### src/rtl/bp_pkg.sv
package bp_pkg;

   // classification of one operand in operand-read
   typedef enum logic [1:0] {
      SRC_RF   = 2'd0,
      SRC_BYP  = 2'd1,
      SRC_WAIT = 2'd2
   } src_kind_e;

   function automatic int sel_width(input int nprod);
      return $clog2(nprod + 1);
   endfunction

endpackage

### src/rtl/bp_match.sv
// Compares one operand register against every producer destination.
module bp_match #(
   parameter int NUM_PROD = 2,
   parameter int REG_W    = 5
) (
   input  logic                       src_use,
   input  logic [REG_W-1:0]           src_reg,
   input  logic [NUM_PROD-1:0]        prod_wr,
   input  logic [NUM_PROD*REG_W-1:0]  prod_rd,
   output logic [NUM_PROD-1:0]        hit
);
   logic src_live;
   assign src_live = src_use && (src_reg != '0);

   for (genvar p = 0; p < NUM_PROD; p++) begin : g_cmp
      logic [REG_W-1:0] dst;
      assign dst    = prod_rd[p*REG_W +: REG_W];
      assign hit[p] = src_live && prod_wr[p] && (dst == src_reg);
   end
endmodule

### src/rtl/bp_operand.sv
// Picks the youngest matching producer and classifies the operand.
module bp_operand
   import bp_pkg::*;
#(
   parameter int NUM_PROD = 2,
   parameter int SEL_W    = 2
) (
   input  logic [NUM_PROD-1:0] hit,
   input  logic [NUM_PROD-1:0] prod_rdy,
   input  logic [NUM_PROD-1:0] path_en,
   output logic [SEL_W-1:0]    sel,
   output src_kind_e           kind
);
   logic             found;
   logic [SEL_W-1:0] first;
   logic             first_rdy;
   logic             first_en;

   always_comb begin
      found     = 1'b0;
      first     = '0;
      first_rdy = 1'b0;
      first_en  = 1'b0;
      for (int p = NUM_PROD - 1; p >= 0; p--) begin
         if (hit[p]) begin
            found     = 1'b1;
            first     = SEL_W'(p);
            first_rdy = prod_rdy[p];
            first_en  = path_en[p];
         end
      end
   end

   always_comb begin
      if (!found) begin
         kind = SRC_RF;
         sel  = '0;
      end else if (first_rdy && first_en) begin
         kind = SRC_BYP;
         sel  = first + SEL_W'(1);
      end else begin
         kind = SRC_WAIT;
         sel  = '0;
      end
   end
endmodule

### src/rtl/bp_issue.sv
// Combines operand waits into a stall and owns the execute-1 valid flag.
module bp_issue #(
   parameter int NUM_SRC = 2
) (
   input  logic               clk,
   input  logic               rst_n,
   input  logic               or_valid,
   input  logic [NUM_SRC-1:0] need_wait,
   output logic               stall,
   output logic               ex1_valid
);
   assign stall = or_valid && (|need_wait);

   always_ff @(posedge clk) begin
      if (!rst_n) ex1_valid <= 1'b0;
      else        ex1_valid <= or_valid && !stall;
   end
endmodule

### src/rtl/bp_interlock.sv
module bp_interlock
   import bp_pkg::*;
#(
   parameter int                          NUM_PROD  = 2,
   parameter int                          NUM_SRC   = 2,
   parameter int                          REG_W     = 5,
   parameter logic [NUM_PROD-1:0]         SRC_MASK  = '1,
   parameter logic [NUM_SRC-1:0]          DST_MASK  = '1,
   parameter logic [NUM_PROD*NUM_SRC-1:0] PATH_MASK = 4'b0111,
   localparam int                         SEL_W     = sel_width(NUM_PROD)
) (
   input  logic                       clk,
   input  logic                       rst_n,
   input  logic                       or_valid,
   input  logic [NUM_SRC-1:0]         src_use,
   input  logic [NUM_SRC*REG_W-1:0]   src_reg,
   input  logic [NUM_PROD-1:0]        prod_wr,
   input  logic [NUM_PROD*REG_W-1:0]  prod_rd,
   input  logic [NUM_PROD-1:0]        prod_rdy,
   output logic [NUM_SRC*SEL_W-1:0]   src_sel,
   output logic                       stall,
   output logic                       ex1_valid
);
   if (NUM_PROD < 1 || NUM_PROD > 7) begin : g_bad_prod
      $error("bp_interlock: NUM_PROD must be 1..7");
   end
   if (NUM_SRC < 1 || NUM_SRC > 4) begin : g_bad_src
      $error("bp_interlock: NUM_SRC must be 1..4");
   end
   if (REG_W < 1) begin : g_bad_reg
      $error("bp_interlock: REG_W must be at least 1");
   end

   logic [NUM_SRC-1:0] need_wait;

   for (genvar s = 0; s < NUM_SRC; s++) begin : g_src
      logic [NUM_PROD-1:0] hit;
      logic [NUM_PROD-1:0] path_en;
      src_kind_e           kind;

      for (genvar p = 0; p < NUM_PROD; p++) begin : g_path
         localparam logic EN = PATH_MASK[p*NUM_SRC+s] & SRC_MASK[p] & DST_MASK[s];
         assign path_en[p] = EN;
      end

      bp_match #(.NUM_PROD(NUM_PROD), .REG_W(REG_W)) u_match (
         .src_use (src_use[s]),
         .src_reg (src_reg[s*REG_W +: REG_W]),
         .prod_wr (prod_wr),
         .prod_rd (prod_rd),
         .hit     (hit)
      );

      bp_operand #(.NUM_PROD(NUM_PROD), .SEL_W(SEL_W)) u_opnd (
         .hit      (hit),
         .prod_rdy (prod_rdy),
         .path_en  (path_en),
         .sel      (src_sel[s*SEL_W +: SEL_W]),
         .kind     (kind)
      );

      assign need_wait[s] = (kind == SRC_WAIT);
   end

   bp_issue #(.NUM_SRC(NUM_SRC)) u_issue (
      .clk       (clk),
      .rst_n     (rst_n),
      .or_valid  (or_valid),
      .need_wait (need_wait),
      .stall     (stall),
      .ex1_valid (ex1_valid)
   );
endmodule

### config.mk
export PLATFORM = sky130hd
export DESIGN_NAME = bp_interlock
export DESIGN_NICKNAME = d
export VERILOG_FILES = /design/src/rtl/bp_pkg.sv /design/src/rtl/bp_match.sv /design/src/rtl/bp_operand.sv /design/src/rtl/bp_issue.sv /design/src/rtl/bp_interlock.sv
export SDC_FILE = /design/constraint.sdc
export NUM_CORES = 1
export LEC_CHECK = 0
export BUFFER_PORTS_ARGS = -buffer_cell sky130_fd_sc_hd__buf_2
export CAP_MARGIN = 20
export CORE_AREA = 5 5 42 44
export CTS_CLUSTER_SIZE = 25
export DETAILED_ROUTE_END_ITERATION = 10
export DIE_AREA = 0 0 47 49
export PLACE_DENSITY_LB_ADDON = 0.2
export SLEW_MARGIN = 20
export SYNTH_ARGS = -nofsm -noshare
export SYNTH_HDL_FRONTEND = slang
export SYNTH_SLANG_ARGS = --single-unit
### constraint.sdc
create_clock -name clk -period 2.2 [get_ports clk]
set_clock_uncertainty 0.2 [all_clocks]
set_input_delay 0.22 -clock clk [delete_from_list [all_inputs] [get_ports clk]]
set_output_delay 0.22 -clock clk [all_outputs]
set_load 0.005 [all_outputs]
==> results of run 1 <==
==> cell type report <==
class	instances	area, um2	share of cell area, %
multi-input combinational	45	362	54.8
timing repair buffer	44	254	38.5
sequential	1	20.0	3.04
tap	16	20.0	3.04
inverter	1	3.75	0.569
==> metal layers <==
metal	global-route usage, %	vias up	part of all wire, %
li1	-	256	-
met1	13.7	202	44
met2	16.7	30	43
met3	0.369	0	14
met4	0	0	0
met5	0	-	0
==> kinds of logic after synthesis <==
group / count (synthesis) / synth area share [%]
other cells: 1 / 0.986
flops: 1 / 5.26
buf+inv: 2 / 2.96
compound gates: 4 / 9.21
xor+xnor: 20 / 46.1
simple gates: 20 / 35.5
==> critical path, stage by stage <==
cell,delay (ns)
sky130_fd_sc_hd__buf_6,0.09
sky130_fd_sc_hd__or4_4,0.54
sky130_fd_sc_hd__o21ai_4,0.15
sky130_fd_sc_hd__nor3_2,0.07
sky130_fd_sc_hd__or4_4,0.51
sky130_fd_sc_hd__a31oi_1,0.16
sky130_fd_sc_hd__buf_2,0.13
==> per-stage QoR <==
step / power [uW] / setup WS, ns
after floorplan: 66.8 / 0.103
after global placement: 123 / -0.114
after detailed placement: 125 / -0.128
after CTS: 128 / -0.0948
after global routing: 137 / -0.145
final: 127 / -0.0844
==> repair_timing <==
action | 4_1_cts | 5_1_grt
endpoints found under the setup margin | 1 | 1
pin swaps | 3 | 0
endpoints found under the hold margin | 0 | 0
resized for setup | 4 | 0
==> path summary, 6_finish.rpt <==
check,endpoint,cells past startpoint,start
max,stall,7,src_reg[1]
min,ex1_valid,1,u_issue.ex1_valid
==> power groups by stage <==
stage          Combinational, uW  Sequential (uW)  Clock (uW)
2_1_floorplan               46.8             20.0           0
3_3_place_gp                 103             19.8           0
3_5_place_dp                 105             19.8           0
4_1_cts                      108             19.8           0
5_1_grt                      117             19.9           0
6_report                     107             19.8           0
==> cell usage in the layout, fill, tap and decap left out, drive strengths merged <==
cell type  instances
buf               44
xnor2             20
nand4              4
nand2              4
or4                4
nor3               2
o21ai              2
and2               2
nand3              1
nor4               1
o21bai             1
nand3b             1
inv                1
a31oi              1
and4b              1
conb               1
dfxtp              1
==> results.tsv, run 1 <==
stage	metric	value	unit
cells_and_area	Nets	122	
cells_and_area	Largest register FFs	1	
timing	sum of negative setup slack	-0.0844	ns
floorplan	area of the placeable core	1400	um2
placed_design	dpl cell area	641	um2
worst_setup_path	required time of the critical path	1.78	ns
placed_design	Detailed Place HPWL	1090	um
clock_network	clock transition at the registers of the reported paths	0	ns
placed_design	Placer Congestion	0.691	
cells_and_area	ANT cells	0	
worst_setup_path	Critical Path Fanout Max	2	
cells_and_area	fillers	154	
pwr	switching power summed over all nets	45.2	uW
worst_setup_path	startpoint kind of the worst setup timing path	primary input	
global_routing	residual overflow from global routing	0	
synthesis	proportion of netlist area held by the largest area contributor	46.1	%
timing	setup repair after global routing missed its margin	true	
synthesis	number of standard cells after synthesis	48	
floorplan	Initial Util	27.1	%
clock_network	post-CTS repair timing setup buffer count	0	
routing	average routed wire per standard cell	10.7	um
cells_and_area	Final Non-Filler Cells	107	
synthesis	distinct cell type count after synthesis	21	
synthesis	EDFF count, synth	0	
timing	final-report setup violation count	1	
pwr	power share of the sequential group	15.5	%
timing	final critical-path setup slack	-0.0844	ns
routing	total number of vias	488	
pwr	switch share	35.5	%
pwr	Clock Power Share	0	%
global_routing	antenna violations before repair	0	
floorplan	number of primary I/O pins	35	
global_routing	pin count of the biggest net entering global routing	4	
synthesis	synthesized netlist net count	77	
pwr	power density relative to cell area	193	nW/um2
pwr	combinational fraction of design power	84.5	%
routing	final antenna-violating net count	0	
pwr	standby leakage power	0.000299	uW
synthesis	largest cells by area after synthesis	sky130_fd_sc_hd__xnor2_1 (46%), sky130_fd_sc_hd__nand4_1 (6.6%), sky130_fd_sc_hd__or4_4 (5.9%)	
cells_and_area	register containing the most flip-flops in the final layout	u_issue.ex1_valid	
global_routing	global-route wire length before repair	1800	um
worst_setup_path	Worst Setup End Kind	output pin	
timing	final hold violation count	0	
worst_setup_path	category of the most critical setup path	primary input to output pin	
cells_and_area	largest registers in the final layout	u_issue.ex1_valid x1	
synthesis	share of synthesized area occupied by flip-flops and latches	5.26	%
routing	Residual DRC	0	
synthesis	commonest register cell after synthesis	sky130_fd_sc_hd__dfxtp_1	
placed_design	# placed instances	107	
floorplan	site row count	14	
floorplan	area of the die	2300	um2
synthesis	Ys Warns	0	
global_routing	via count of the first global-routing pass	499	
outcome	outcome	finished, violations left	
worst_setup_path	CP arrival	1.86	ns
cells_and_area	Synth-to-Final Area Change	73.4	%
routing	1st-pass router iterations	1	
timing	portion of the clock cycle consumed by the worst path in the final layout	104	%
placed_design	buffers added on ports	33	
timing	achievable clock frequency	438	MHz
worst_hold_path	Hold/Removal Path Class	flop to output pin	
cells_and_area	utilization after layout	47.1	%
synthesis	Async SR Flop Fraction	0	%
global_routing	all-layer global routing usage	9.68	%
synthesis	Synth Register Bits	1	
pwr	Internal Dissipation	82.0	uW
routing	1st-iter DRT viols	0	
synthesis	post-synth design cell area	380	um2
routing	drt via density	4.56	
timing	max-slew violation total from the final report	0	
floorplan	vertical die dimension	49	um
synthesis	synthesized area per cell	7.92	um2
timing	worst hold slack across all endpoints	0.399	ns
flow_run	Max Cap Violations	0	
outcome	violated checks	negative setup slack	
synthesis	count leader, synth	sky130_fd_sc_hd__xnor2_1	
clock_network	hold-fix buffer count after cts	0	
floorplan	Die Span X	47	um
synthesis	cell taking the most area after synthesis	sky130_fd_sc_hd__xnor2_1	
routing	sum of routed wire length over all layers	1150	um
pwr	worst-case vdd ir drop	71.1	uV
cells_and_area	total non-filler cell area in the finished layout	659	um2
cells_and_area	fraction of final layout cells with drive strength greater than 1	57.1	%
synthesis	most numerous cell types in the synthesized netlist	sky130_fd_sc_hd__xnor2_1 (20), sky130_fd_sc_hd__nand2_1 (4), sky130_fd_sc_hd__nand4_1 (4), sky130_fd_sc_hd__or4_1 (2), sky130_fd_sc_hd__or4_4 (2)	
timing	crit path time final	2.28	ns
Power figures use the tool's default switching activity.
==> run 2: changes to the inputs <==
--- a/config.mk
+++ b/config.mk
@@ -5,12 +5,13 @@
 export SDC_FILE = /design/constraint.sdc
 export NUM_CORES = 1
 export LEC_CHECK = 0
+export ABC_AREA = 1
 export BUFFER_PORTS_ARGS = -buffer_cell sky130_fd_sc_hd__buf_2
 export CAP_MARGIN = 20
-export CORE_AREA = 5 5 42 44
+export CORE_MARGIN = 5
+export CORE_UTILIZATION = 40
 export CTS_CLUSTER_SIZE = 25
 export DETAILED_ROUTE_END_ITERATION = 10
-export DIE_AREA = 0 0 47 49
 export PLACE_DENSITY_LB_ADDON = 0.2
 export SLEW_MARGIN = 20
 export SYNTH_ARGS = -nofsm -noshare
==> run 2 against run 1 <==
Compared with the run above:
- the run now ends clean
- synthesized cell count is 130% higher
- routed wire length is 31% higher
- die area decreased by 7.8%
- final area grew 5.7%
- via count up 50%
- hold slack worse by 0.13 ns
- combinational power is essentially flat
- area after synthesis rose by 37%
- utilization increased by 7.9 points
- largest power group unchanged
- highest routed layer unchanged
==> results.tsv, run 2 <==
stage	metric	value	unit
routing	1st-iter DRT viols	13	
floorplan	Initial Util	41.0	%
floorplan	area of the die	2120	um2
clock_network	clock transition at the registers of the reported paths	0	ns
floorplan	Die Span X	46.1	um
pwr	power density relative to cell area	181	nW/um2
synthesis	count leader, synth	sky130_fd_sc_hd__nand2_1	
routing	sum of routed wire length over all layers	1500	um
worst_setup_path	required time of the critical path	1.78	ns
worst_hold_path	Hold/Removal Path Class	primary input to flop	
pwr	worst-case vdd ir drop	80.2	uV
synthesis	number of standard cells after synthesis	112	
routing	total number of vias	730	
worst_setup_path	CP arrival	1.24	ns
timing	final-report setup violation count	0	
synthesis	post-synth design cell area	520	um2
synthesis	EDFF count, synth	0	
global_routing	all-layer global routing usage	14.6	%
floorplan	vertical die dimension	46.1	um
floorplan	area of the placeable core	1270	um2
floorplan	site row count	13	
cells_and_area	largest registers in the final layout	u_issue.ex1_valid x1	
synthesis	proportion of netlist area held by the largest area contributor	31.0	%
global_routing	global-route wire length before repair	2460	um
timing	sum of negative setup slack	0	ns
timing	portion of the clock cycle consumed by the worst path in the final layout	75.3	%
synthesis	synthesized area per cell	4.65	um2
synthesis	Ys Warns	0	
placed_design	Detailed Place HPWL	1400	um
global_routing	via count of the first global-routing pass	678	
cells_and_area	commonest non-fill, non-tap cell in the layout	sky130_fd_sc_hd__nand2_1	
worst_setup_path	Worst Setup End Kind	output pin	
synthesis	synthesized netlist net count	141	
cells_and_area	leading cell types in the layout, fill and taps excluded	sky130_fd_sc_hd__nand2_1 (43), sky130_fd_sc_hd__buf_2 (33), sky130_fd_sc_hd__inv_1 (19), sky130_fd_sc_hd__nor2_1 (14), sky130_fd_sc_hd__nand3_1 (8)	
timing	setup repair after global routing missed its margin	false	
flow_run	Max Cap Violations	0	
worst_setup_path	Critical Path Fanout Max	4	
global_routing	residual overflow from global routing	0	
placed_design	buffers added on ports	33	
worst_hold_path	Cells on Worst Hold Path	3	
routing	1st-pass router iterations	4	
cells_and_area	Synth-to-Final Area Change	33.9	%
synthesis	distinct cell type count after synthesis	18	
cells_and_area	Largest register FFs	1	
worst_setup_path	startpoint kind of the worst setup timing path	primary input	
clock_network	post-CTS repair timing setup buffer count	0	
cells_and_area	ANT cells	0	
routing	average routed wire per standard cell	9.45	um
synthesis	most numerous cell types in the synthesized netlist	sky130_fd_sc_hd__nand2_1 (43), sky130_fd_sc_hd__inv_1 (19), sky130_fd_sc_hd__nor2_1 (14), sky130_fd_sc_hd__nand3_1 (8)	
cells_and_area	register containing the most flip-flops in the final layout	u_issue.ex1_valid	
outcome	outcome	finished, final reports clean	
placed_design	Placer Congestion	0.800	
cells_and_area	Nets	175	
pwr	standby leakage power	0.000472	uW
clock_network	hold-fix buffer count after cts	0	
floorplan	number of primary I/O pins	35	
worst_setup_path	category of the most critical setup path	primary input to output pin	
routing	final antenna-violating net count	0	
timing	achievable clock frequency	603	MHz
synthesis	Synth Register Bits	1	
timing	final hold violation count	0	
timing	max-slew violation total from the final report	0	
routing	Residual DRC	0	
cells_and_area	fraction of final layout cells with drive strength greater than 1	28.5	%
routing	drt via density	4.59	
synthesis	largest cells by area after synthesis	sky130_fd_sc_hd__nand2_1 (31%), sky130_fd_sc_hd__inv_1 (14%), sky130_fd_sc_hd__nor2_1 (10%)	
synthesis	Async SR Flop Fraction	0	%
synthesis	cell taking the most area after synthesis	sky130_fd_sc_hd__nand2_1	
synthesis	commonest register cell after synthesis	sky130_fd_sc_hd__dfxtp_1	
global_routing	antenna violations before repair	0	
global_routing	pin count of the biggest net entering global routing	6	
timing	crit path time final	1.66	ns
synthesis	share of synthesized area occupied by flip-flops and latches	3.85	%
clock_network	# resized after CTS	0	
cells_and_area	utilization after layout	54.9	%
==> run 2: cell types whose count changed in the layout (fill, tap and decap cells not counted), sizes merged, moves of 2 or more <==
cell and change:
or4 -4, buf -11, inv +21, nand2 +40
nand3 +8, nor3 -2, a21oi +3, xnor2 -15
and2 -2, nor2 +16
==> run 2: per-stage QoR <==
stage	cells	hold WS, ns	cell area, um2	setup WS [ns]	total power [uW]
3_3_place_gp	159	0.262	697	0.565	124
4_1_cts	159	0.272	697	0.537	127
5_1_grt	159	0.299	697	0.402	142
2_1_floorplan	112	0.153	520	0.874	79.7
6_report	159	0.271	697	0.543	126
3_5_place_dp	159	0.270	697	0.541	126
==> run 2: cells by family (layout without fill, tap and decap cells) <==
group / after synthesis / in the layout / share of synthesized area (%)
xor gates and xnor gates: 5 / 5 / 8.41
DFF: 1 / 1 / 3.85
other: 1 / 1 / 0.720
and+or+nand+nor: 75 / 75 / 61.8
buffers and inverters: 23 / 55 / 17.3
AOI/OAI and AO/OA: 7 / 7 / 7.93
==> run 2: worst paths after layout <==
| kind | slack, ns | end | startpoint |
|---|---|---|---|
| worst max-delay path | 0.54 | stall | src_reg[4] |
| worst min-delay path | 0.27 | u_issue.ex1_valid | rst_n |
==> run 2: worst max-delay path: stages <==
cell and delay (ns):
sky130_fd_sc_hd__buf_2 0.12, sky130_fd_sc_hd__xnor2_1 0.15, sky130_fd_sc_hd__o21ai_0 0.13, sky130_fd_sc_hd__nor2_2 0.15
sky130_fd_sc_hd__nand2_1 0.06, sky130_fd_sc_hd__nand2_1 0.07, sky130_fd_sc_hd__nand3_2 0.10, sky130_fd_sc_hd__a21oi_2 0.12
sky130_fd_sc_hd__buf_2 0.11
==> run 2: cell type report <==
cell class	count	area, um2
multi-input cells	88	410
repair buffers	33	165
fillers	151	572
inverters	22	82.6
flip-flops and latches	1	20.0
well taps	15	18.8
==> run 2: where the power goes <==
| group | switching [uW] | internal, uW |
|---|---|---|
| registers | 0.184 | 19.6 |
| clock network | 0 | 0 |
| logic | 59.4 | 47.0 |
==> run 2: routing by layer <==
layer  part of all wire (%)  up-vias  GRT usage, %
li1                       -      402             -
met1                     44      308          18.4
met2                     50       20          28.6
met3                    5.4        0         0.391
met4                      0        0             0
met5                      0        -             0
